`src/rtl/gss_pkg.sv`:
```
package gss_pkg;
  localparam int unsigned NSTEP = 3;

  typedef enum logic [2:0] {
    PH_IDLE,
    PH_CLEAR,
    PH_CAP1,
    PH_SERVO2,
    PH_CAP2
  } phase_e;
endpackage

```
`src/rtl/gss_sync2.sv`:
```
module gss_sync2 (
  input  logic clk_i,
  input  logic rst_ni,
  input  logic d_i,
  output logic q_o
);
  logic s1_q, s2_q;

  always_ff @(posedge clk_i or negedge rst_ni) begin
    if (!rst_ni) begin
      s1_q <= 1'b0;
      s2_q <= 1'b0;
    end else begin
      s1_q <= d_i;
      s2_q <= s1_q;
    end
  end

  assign q_o = s2_q;
endmodule

```
`src/rtl/gss_timebase.sv`:
```
module gss_timebase
  import gss_pkg::*;
#(
  parameter int unsigned PRE_W    = 10,
  parameter int unsigned TMO_W    = 14,
  parameter int unsigned CLR_BIT  = 9,
  parameter int unsigned CAP1_BIT = 10,
  parameter int unsigned SRV_BIT  = 11
) (
  input  logic             clk_i,
  input  logic             rst_ni,
  output logic             glob_o,
  output logic             glob_rise_o,
  output logic             glob_fall_o,
  output logic [NSTEP-1:0] step_rise_o
);
  localparam int unsigned CNT_W = PRE_W + TMO_W;
  localparam int unsigned MSB   = CNT_W - 1;
  localparam int unsigned STEP_BIT [NSTEP] = '{CLR_BIT, CAP1_BIT, SRV_BIT};

  logic [CNT_W-1:0] cnt_q, cnt_d;
  logic             cnt_en;

  assign cnt_en = 1'b1;

  always_comb begin
    cnt_d = cnt_q;
    if (cnt_en) cnt_d = cnt_q + CNT_W'(1);
  end

  always_ff @(posedge clk_i or negedge rst_ni) begin
    if (!rst_ni) cnt_q <= '0;
    else         cnt_q <= cnt_d;
  end

  assign glob_o      = cnt_q[MSB];
  assign glob_rise_o = cnt_d[MSB] & ~cnt_q[MSB];
  assign glob_fall_o = ~cnt_d[MSB] & cnt_q[MSB];

  for (genvar gi = 0; gi < NSTEP; gi++) begin : g_step
    assign step_rise_o[gi] = cnt_d[STEP_BIT[gi]] & ~cnt_q[STEP_BIT[gi]];
  end

  AST_SEARCH_ALIGNED: assert property (@(posedge clk_i) disable iff (!rst_ni)
    glob_rise_o |=> (cnt_q[MSB-1:0] == '0)) else $error("search start not aligned");
endmodule

```
`src/rtl/gss_phase_chain.sv`:
```
module gss_phase_chain
  import gss_pkg::*;
(
  input  logic             clk_i,
  input  logic             rst_ni,
  input  logic             glob_rise_i,
  input  logic             glob_fall_i,
  input  logic [NSTEP-1:0] step_rise_i,
  input  logic             trip_s_i,
  output phase_e           phase_o,
  output logic             armed_o
);
  phase_e phase_q, phase_d;
  logic   armed_q, armed_d;

  always_comb begin
    phase_d = phase_q;
    unique case (phase_q)
      PH_IDLE:   if (glob_rise_i)    phase_d = PH_CLEAR;
      PH_CLEAR:  if (step_rise_i[0]) phase_d = PH_CAP1;
      PH_CAP1:   if (step_rise_i[1]) phase_d = PH_SERVO2;
      PH_SERVO2: if (step_rise_i[2]) phase_d = PH_CAP2;
      PH_CAP2:   if (trip_s_i)       phase_d = PH_IDLE;
      default:                       phase_d = PH_IDLE;
    endcase
    if (glob_fall_i) phase_d = PH_IDLE;
  end

  always_comb begin
    armed_d = armed_q;
    if (glob_rise_i)                          armed_d = 1'b1;
    else if (phase_q == PH_CAP2 && trip_s_i)  armed_d = 1'b0;
  end

  always_ff @(posedge clk_i or negedge rst_ni) begin
    if (!rst_ni) begin
      phase_q <= PH_IDLE;
      armed_q <= 1'b0;
    end else begin
      phase_q <= phase_d;
      armed_q <= armed_d;
    end
  end

  assign phase_o = phase_q;
  assign armed_o = armed_q;

  AST_TRIP_ENDS_RUN: assert property (@(posedge clk_i) disable iff (!rst_ni)
    (phase_q == PH_CAP2 && trip_s_i) |=> (phase_q == PH_IDLE && !armed_q)) else $error("trip did not end run");
  AST_EARLY_TRIP_IGNORED: assert property (@(posedge clk_i) disable iff (!rst_ni)
    (phase_q inside {PH_CLEAR, PH_CAP1, PH_SERVO2} && trip_s_i && !glob_fall_i)
      |=> (phase_q != PH_IDLE)) else $error("early trip cut a phase");
  AST_REARM_AT_START: assert property (@(posedge clk_i) disable iff (!rst_ni)
    glob_rise_i |=> (armed_q && phase_q == PH_CLEAR)) else $error("run not re-armed");
endmodule

```
`src/rtl/search_supervisor.sv`:
```
module search_supervisor
  import gss_pkg::*;
#(
  parameter int unsigned PRE_W    = 10,
  parameter int unsigned TMO_W    = 14,
  parameter int unsigned CLR_BIT  = 9,
  parameter int unsigned CAP1_BIT = 10,
  parameter int unsigned SRV_BIT  = 11
) (
  input  logic clk_i,
  input  logic rst_ni,
  input  logic trip_i,
  output logic store_clr_no,
  output logic capture1_no,
  output logic servo_no,
  output logic capture2_no,
  output logic global_run_no
);
  logic             rst_n_sync;
  logic             glob, glob_rise, glob_fall, trip_s, armed;
  logic [NSTEP-1:0] step_rise;
  phase_e           phase;
  logic             clr_act, cap1_act, srv2_act, cap2_act;

  gss_sync2 i_rst_sync (
    .clk_i  (clk_i),
    .rst_ni (rst_ni),
    .d_i    (1'b1),
    .q_o    (rst_n_sync)
  );

  gss_sync2 i_trip_sync (
    .clk_i  (clk_i),
    .rst_ni (rst_n_sync),
    .d_i    (trip_i),
    .q_o    (trip_s)
  );

  gss_timebase #(
    .PRE_W    (PRE_W),
    .TMO_W    (TMO_W),
    .CLR_BIT  (CLR_BIT),
    .CAP1_BIT (CAP1_BIT),
    .SRV_BIT  (SRV_BIT)
  ) i_timebase (
    .clk_i       (clk_i),
    .rst_ni      (rst_n_sync),
    .glob_o      (glob),
    .glob_rise_o (glob_rise),
    .glob_fall_o (glob_fall),
    .step_rise_o (step_rise)
  );

  gss_phase_chain i_chain (
    .clk_i       (clk_i),
    .rst_ni      (rst_n_sync),
    .glob_rise_i (glob_rise),
    .glob_fall_i (glob_fall),
    .step_rise_i (step_rise),
    .trip_s_i    (trip_s),
    .phase_o     (phase),
    .armed_o     (armed)
  );

  assign clr_act  = (phase == PH_CLEAR);
  assign cap1_act = (phase == PH_CAP1);
  assign srv2_act = (phase == PH_SERVO2);
  assign cap2_act = (phase == PH_CAP2);

  assign store_clr_no  = ~clr_act;
  assign capture1_no   = ~cap1_act;
  assign capture2_no   = ~cap2_act;
  assign servo_no      = ~clr_act & ~srv2_act;
  assign global_run_no = ~(glob & armed);

  AST_PHASES_EXCLUSIVE: assert property (@(posedge clk_i) disable iff (!rst_n_sync)
    $onehot0({~store_clr_no, ~capture1_no, ~capture2_no, (servo_no == store_clr_no) ? 1'b0 : 1'b1}))
    else $error("phases overlap");
  AST_CAP1_AFTER_CLEAR: assert property (@(posedge clk_i) disable iff (!rst_n_sync)
    $fell(capture1_no) |-> !$past(store_clr_no)) else $error("capture 1 out of order");
  AST_CAP2_AFTER_SERVO: assert property (@(posedge clk_i) disable iff (!rst_n_sync)
    $fell(capture2_no) |-> (!$past(servo_no) && $past(store_clr_no))) else $error("capture 2 out of order");
  AST_START_CLEAR: assert property (@(posedge clk_i) disable iff (!rst_n_sync)
    glob_rise |=> (!store_clr_no && !global_run_no)) else $error("search did not start");
  AST_PHASE_NEEDS_GLOB: assert property (@(posedge clk_i) disable iff (!rst_n_sync)
    !glob |-> (store_clr_no && capture1_no && capture2_no && servo_no && global_run_no))
    else $error("activity outside search window");
endmodule

```
`config.mk`:
```
export PLATFORM = sky130hd
export DESIGN_NAME = search_supervisor
export DESIGN_NICKNAME = d
export VERILOG_FILES = /design/src/rtl/gss_pkg.sv /design/src/rtl/gss_sync2.sv /design/src/rtl/gss_timebase.sv /design/src/rtl/gss_phase_chain.sv /design/src/rtl/search_supervisor.sv
export SDC_FILE = /design/constraint.sdc
export NUM_CORES = 1
export LEC_CHECK = 0
export BUFFER_PORTS_ARGS = -buffer_cell sky130_fd_sc_hd__buf_4
export CAP_MARGIN = 20
export CORE_MARGIN = 10
export CORE_UTILIZATION = 63
export DETAILED_ROUTE_END_ITERATION = 8
export PLACE_DENSITY_LB_ADDON = 0.2
export SETUP_SLACK_MARGIN = 0.2
export SYNTH_ARGS = -nofsm -noshare
export SYNTH_HDL_FRONTEND = slang
export SYNTH_SLANG_ARGS = --single-unit
```
`constraint.sdc`:
```
create_clock -name clk_i -period 2.7 [get_ports clk_i]
set_input_delay 0.54 -clock clk_i [delete_from_list [all_inputs] [get_ports clk_i]]
set_output_delay 0.54 -clock clk_i [all_outputs]
set_load 0.1 [all_outputs]
```
==> reports/metrics.cfg <==
[synthesis]
synthXorXnorAreaFrac_pct=11.0
yosysSeqAreaShare_pct=56.0
synth-seq-cells=32
synth_top_family_by_area=simple AND/OR/NAND/NOR gates
ys_warn_count=0
syn-cell-area_sq_mm=0.00143
synthSimpleGateAreaFrac_pct=21.6
synthMuxAreaShare_pct=0.701
yosysTopAreaCell=dfrtp_1
synth-compound-area-share_pct=2.19
synth_adder_area_share_pct=5.25
synth_commonest_cells=dfrtp_1, xnor2_1, inv_1, nand2_1, nand3_1
ys_dominant_reg_cell=dfrtp_1
synthTopCellsByArea=dfrtp_1, xnor2_1, ha_1
syn_inst=125
yosysMostFrequentCell=dfrtp_1
synth_edf_count=0
async_flop_share_pct=100
avgSynthCellArea_sq_um=11.4
synthDominantCellAreaShare_pct=56.0
ys_types=26
syn-num-nets=134

[clock_network]
clk_latency_ps=330
post_cts_resized=0
cts-root-buf=clkbuf_4
cts_sinks=32
cts-buffers-inserted=5
cts_buffer_depth=2
ctsHoldBuffers=1
clkTransAtPathRegs_ps=90
htree_levels=2
cts_setup_buffers=0
cts_tree=done

[critical_path]
max_stage_delay_ps=490
crit_type=register to output pin
reg2reg_slack_ps=730
critPathTopFamily=flip-flops
crit_arrival_ps=1530
path_max_fanout=8
path_cells=or3b_2, buf_4
cp.required_ps=2160
worst-path-buf-inv=1
critPathSlowestCell=dfrtp_1
startpoint_type=register
worstSetupEndpointType=output pin

[pwr]
p_int_uw=581
seq_power_share_pct=65.5
cellPowerDensity_mw_per_mm2=471
p_sw_share_pct=21.8
ir_worst_vdd_v=0.000372
power_frac_comb_pct=1.3
power.switching_uw=162
pwr-share-clk_pct=33.3
p_leak_nw=0.769
totalPowerFinal_uw=743

[timing]
finalCritPeriodShare_pct=76.5
setup_viol=0
fmax_mhz=484
tightest_slew_ps=551
maxSlewViolCount=0
report.final.hold_viol_count=0
relSlewSlack_pct=63.3
min_period_ps=2070
fin_skew_ps=5.80
whs_ps=225
rsz0062_at_grt=no
setup_tns_ps=0

[layout]
nNetsFinal=149
final-instance-count-excl-fill=168
antenna_cells=0
layout-drive-gt1-share_pct=14.3
final_area_sq_mm=0.00158
syn_to_final_growth_pct=10.3
fillers=162

[place]
place.gp.congestion=0.774
io_buffers=7
dp_hpwl_um=1680
placed_cells=160
placed_area_sq_mm=0.00152

[detailed_routing]
drc=0
avgViaCountPerCell=5.43
routed_wl_um=2260
vias=912
drt_iter0_markers=53
wl_per_cell_um=13.4
dr.pass1.iters=4
ant_nets=0

[outcome]
status=complete, no violations

[die]
start_util_pct=65.2
chipWidth_um=67.6
fp.dieArea_sq_mm=0.00457
core.rowCount=17
ios=8
core_area_sq_mm=0.00219
die_height_um=67.6

[global_route]
grt_max_degree=18
grt_overflow=0
antenna_found_initial=0
track_usage_pct=12.0
grt_pass1_vias=962
grt_pass1_wl_um=4180

[min_path]
hp-class=register to asynchronous set/reset pin

[run]
drv_cap=0

-- cell families (layout without fill, tap and decap cells) --
kind of cell	after synthesis	after routing
mux	1	1
xor+xnor	18	18
compound gates	5	5
fa+ha+maj	6	6
simple gates	51	51
other cells	1	1
flops	32	32
buf+inv	11	26
-- final timing paths --
path                                          start                   end  cells past startpoint
worst min register to register       i_rst_sync.q_o   i_timebase.cnt_q[6]                      0
worst max register to register  i_timebase.cnt_q[4]    i_chain.phase_o[0]                      9
worst min-delay path                 i_rst_sync.q_o   i_timebase.cnt_q[6]                      0
min in group clk_i                           trip_i      i_trip_sync.s1_q                      1
max in group asynchronous            i_rst_sync.q_o  i_timebase.cnt_q[14]                      1
worst max-delay path             i_chain.phase_o[1]           capture1_no                      2
-- worst register-to-register path: stages, from the launching register on --
cell     delay (ps)
dfrtp_1         420
nand3_1         150
or2_2           350
nor4_1          260
and3_1          220
ha_1            170
mux2i_1          70
nor2_1           90
a21oi_1          50
nor3_1          130
-- power groups by stage --
stage	Sequential, mW	Combinational, mW	Clock (mW)
after CTS	0.487	0.00960	0.262
final	0.486	0.00940	0.247
after global routing	0.488	0.0109	0.284
after detailed placement	0.496	0.00851	0
after global placement	0.496	0.00828	0
after floorplan	0.498	0.000128	0
-- per-stage QoR --
| step | setup WS [ps] | util, % |
|---|---|---|
| floorplan | 326 | - |
| global placement | 819 | 69.4 |
| detailed placement | 725 | 69.4 |
| CTS | 609 | 72.0 |
| global route | 523 | 72.0 |
| finish | 635 | 72.0 |
-- routing by layer --
metal  vias up  share of wire, %  GRT usage, %
li1        452                 -             -
met1       442                45          13.2
met2        13                49          19.5
met3         5               5.1          5.79
met4         0               1.2          5.13
met5         -                 0             0
-- state kept, by name, indices dropped and copies added (netlist names) --
signal	count
i_trip_sync.s1_q	1
i_chain.phase_o	3
i_timebase.cnt_q	24
i_trip_sync.q_o	1
i_rst_sync.s1_q	1
i_chain.armed_o	1
i_rst_sync.q_o	1
-- cell type report --
type                    count  area [sq um]  share of cell area (%)
inverters                  10          37.5                    2.38
well taps                  28          35.0                    2.22
clock inverters             1          5.00                   0.317
repair buffers              9          70.1                    4.44
clock buffers               6          41.3                    2.62
flip-flops and latches     32           801                    50.8
multi-input cells          82           587                    37.2
-- placed cells by master (no fill, tap or decap), drive strengths merged, types with 2 or more instances in the layout --
| master | Yosys | layout |
|---|---|---|
| nand4 | 8 | 8 |
| ha | 6 | 6 |
| or2 | 2 | 2 |
| inv | 10 | 10 |
| nor2b | 2 | 2 |
| nand3 | 10 | 10 |
| buf | 0 | 8 |
| nor4 | 3 | 3 |
| a21oi | 2 | 2 |
| clkbuf | 1 | 6 |
| and3 | 3 | 3 |
| xnor2 | 15 | 15 |
| nor3 | 4 | 4 |
| xor2 | 3 | 3 |
| dfrtp | 32 | 32 |
| nand2 | 10 | 10 |
| nor2 | 6 | 6 |
No activity file was read; power rests on OpenSTA's default activity.
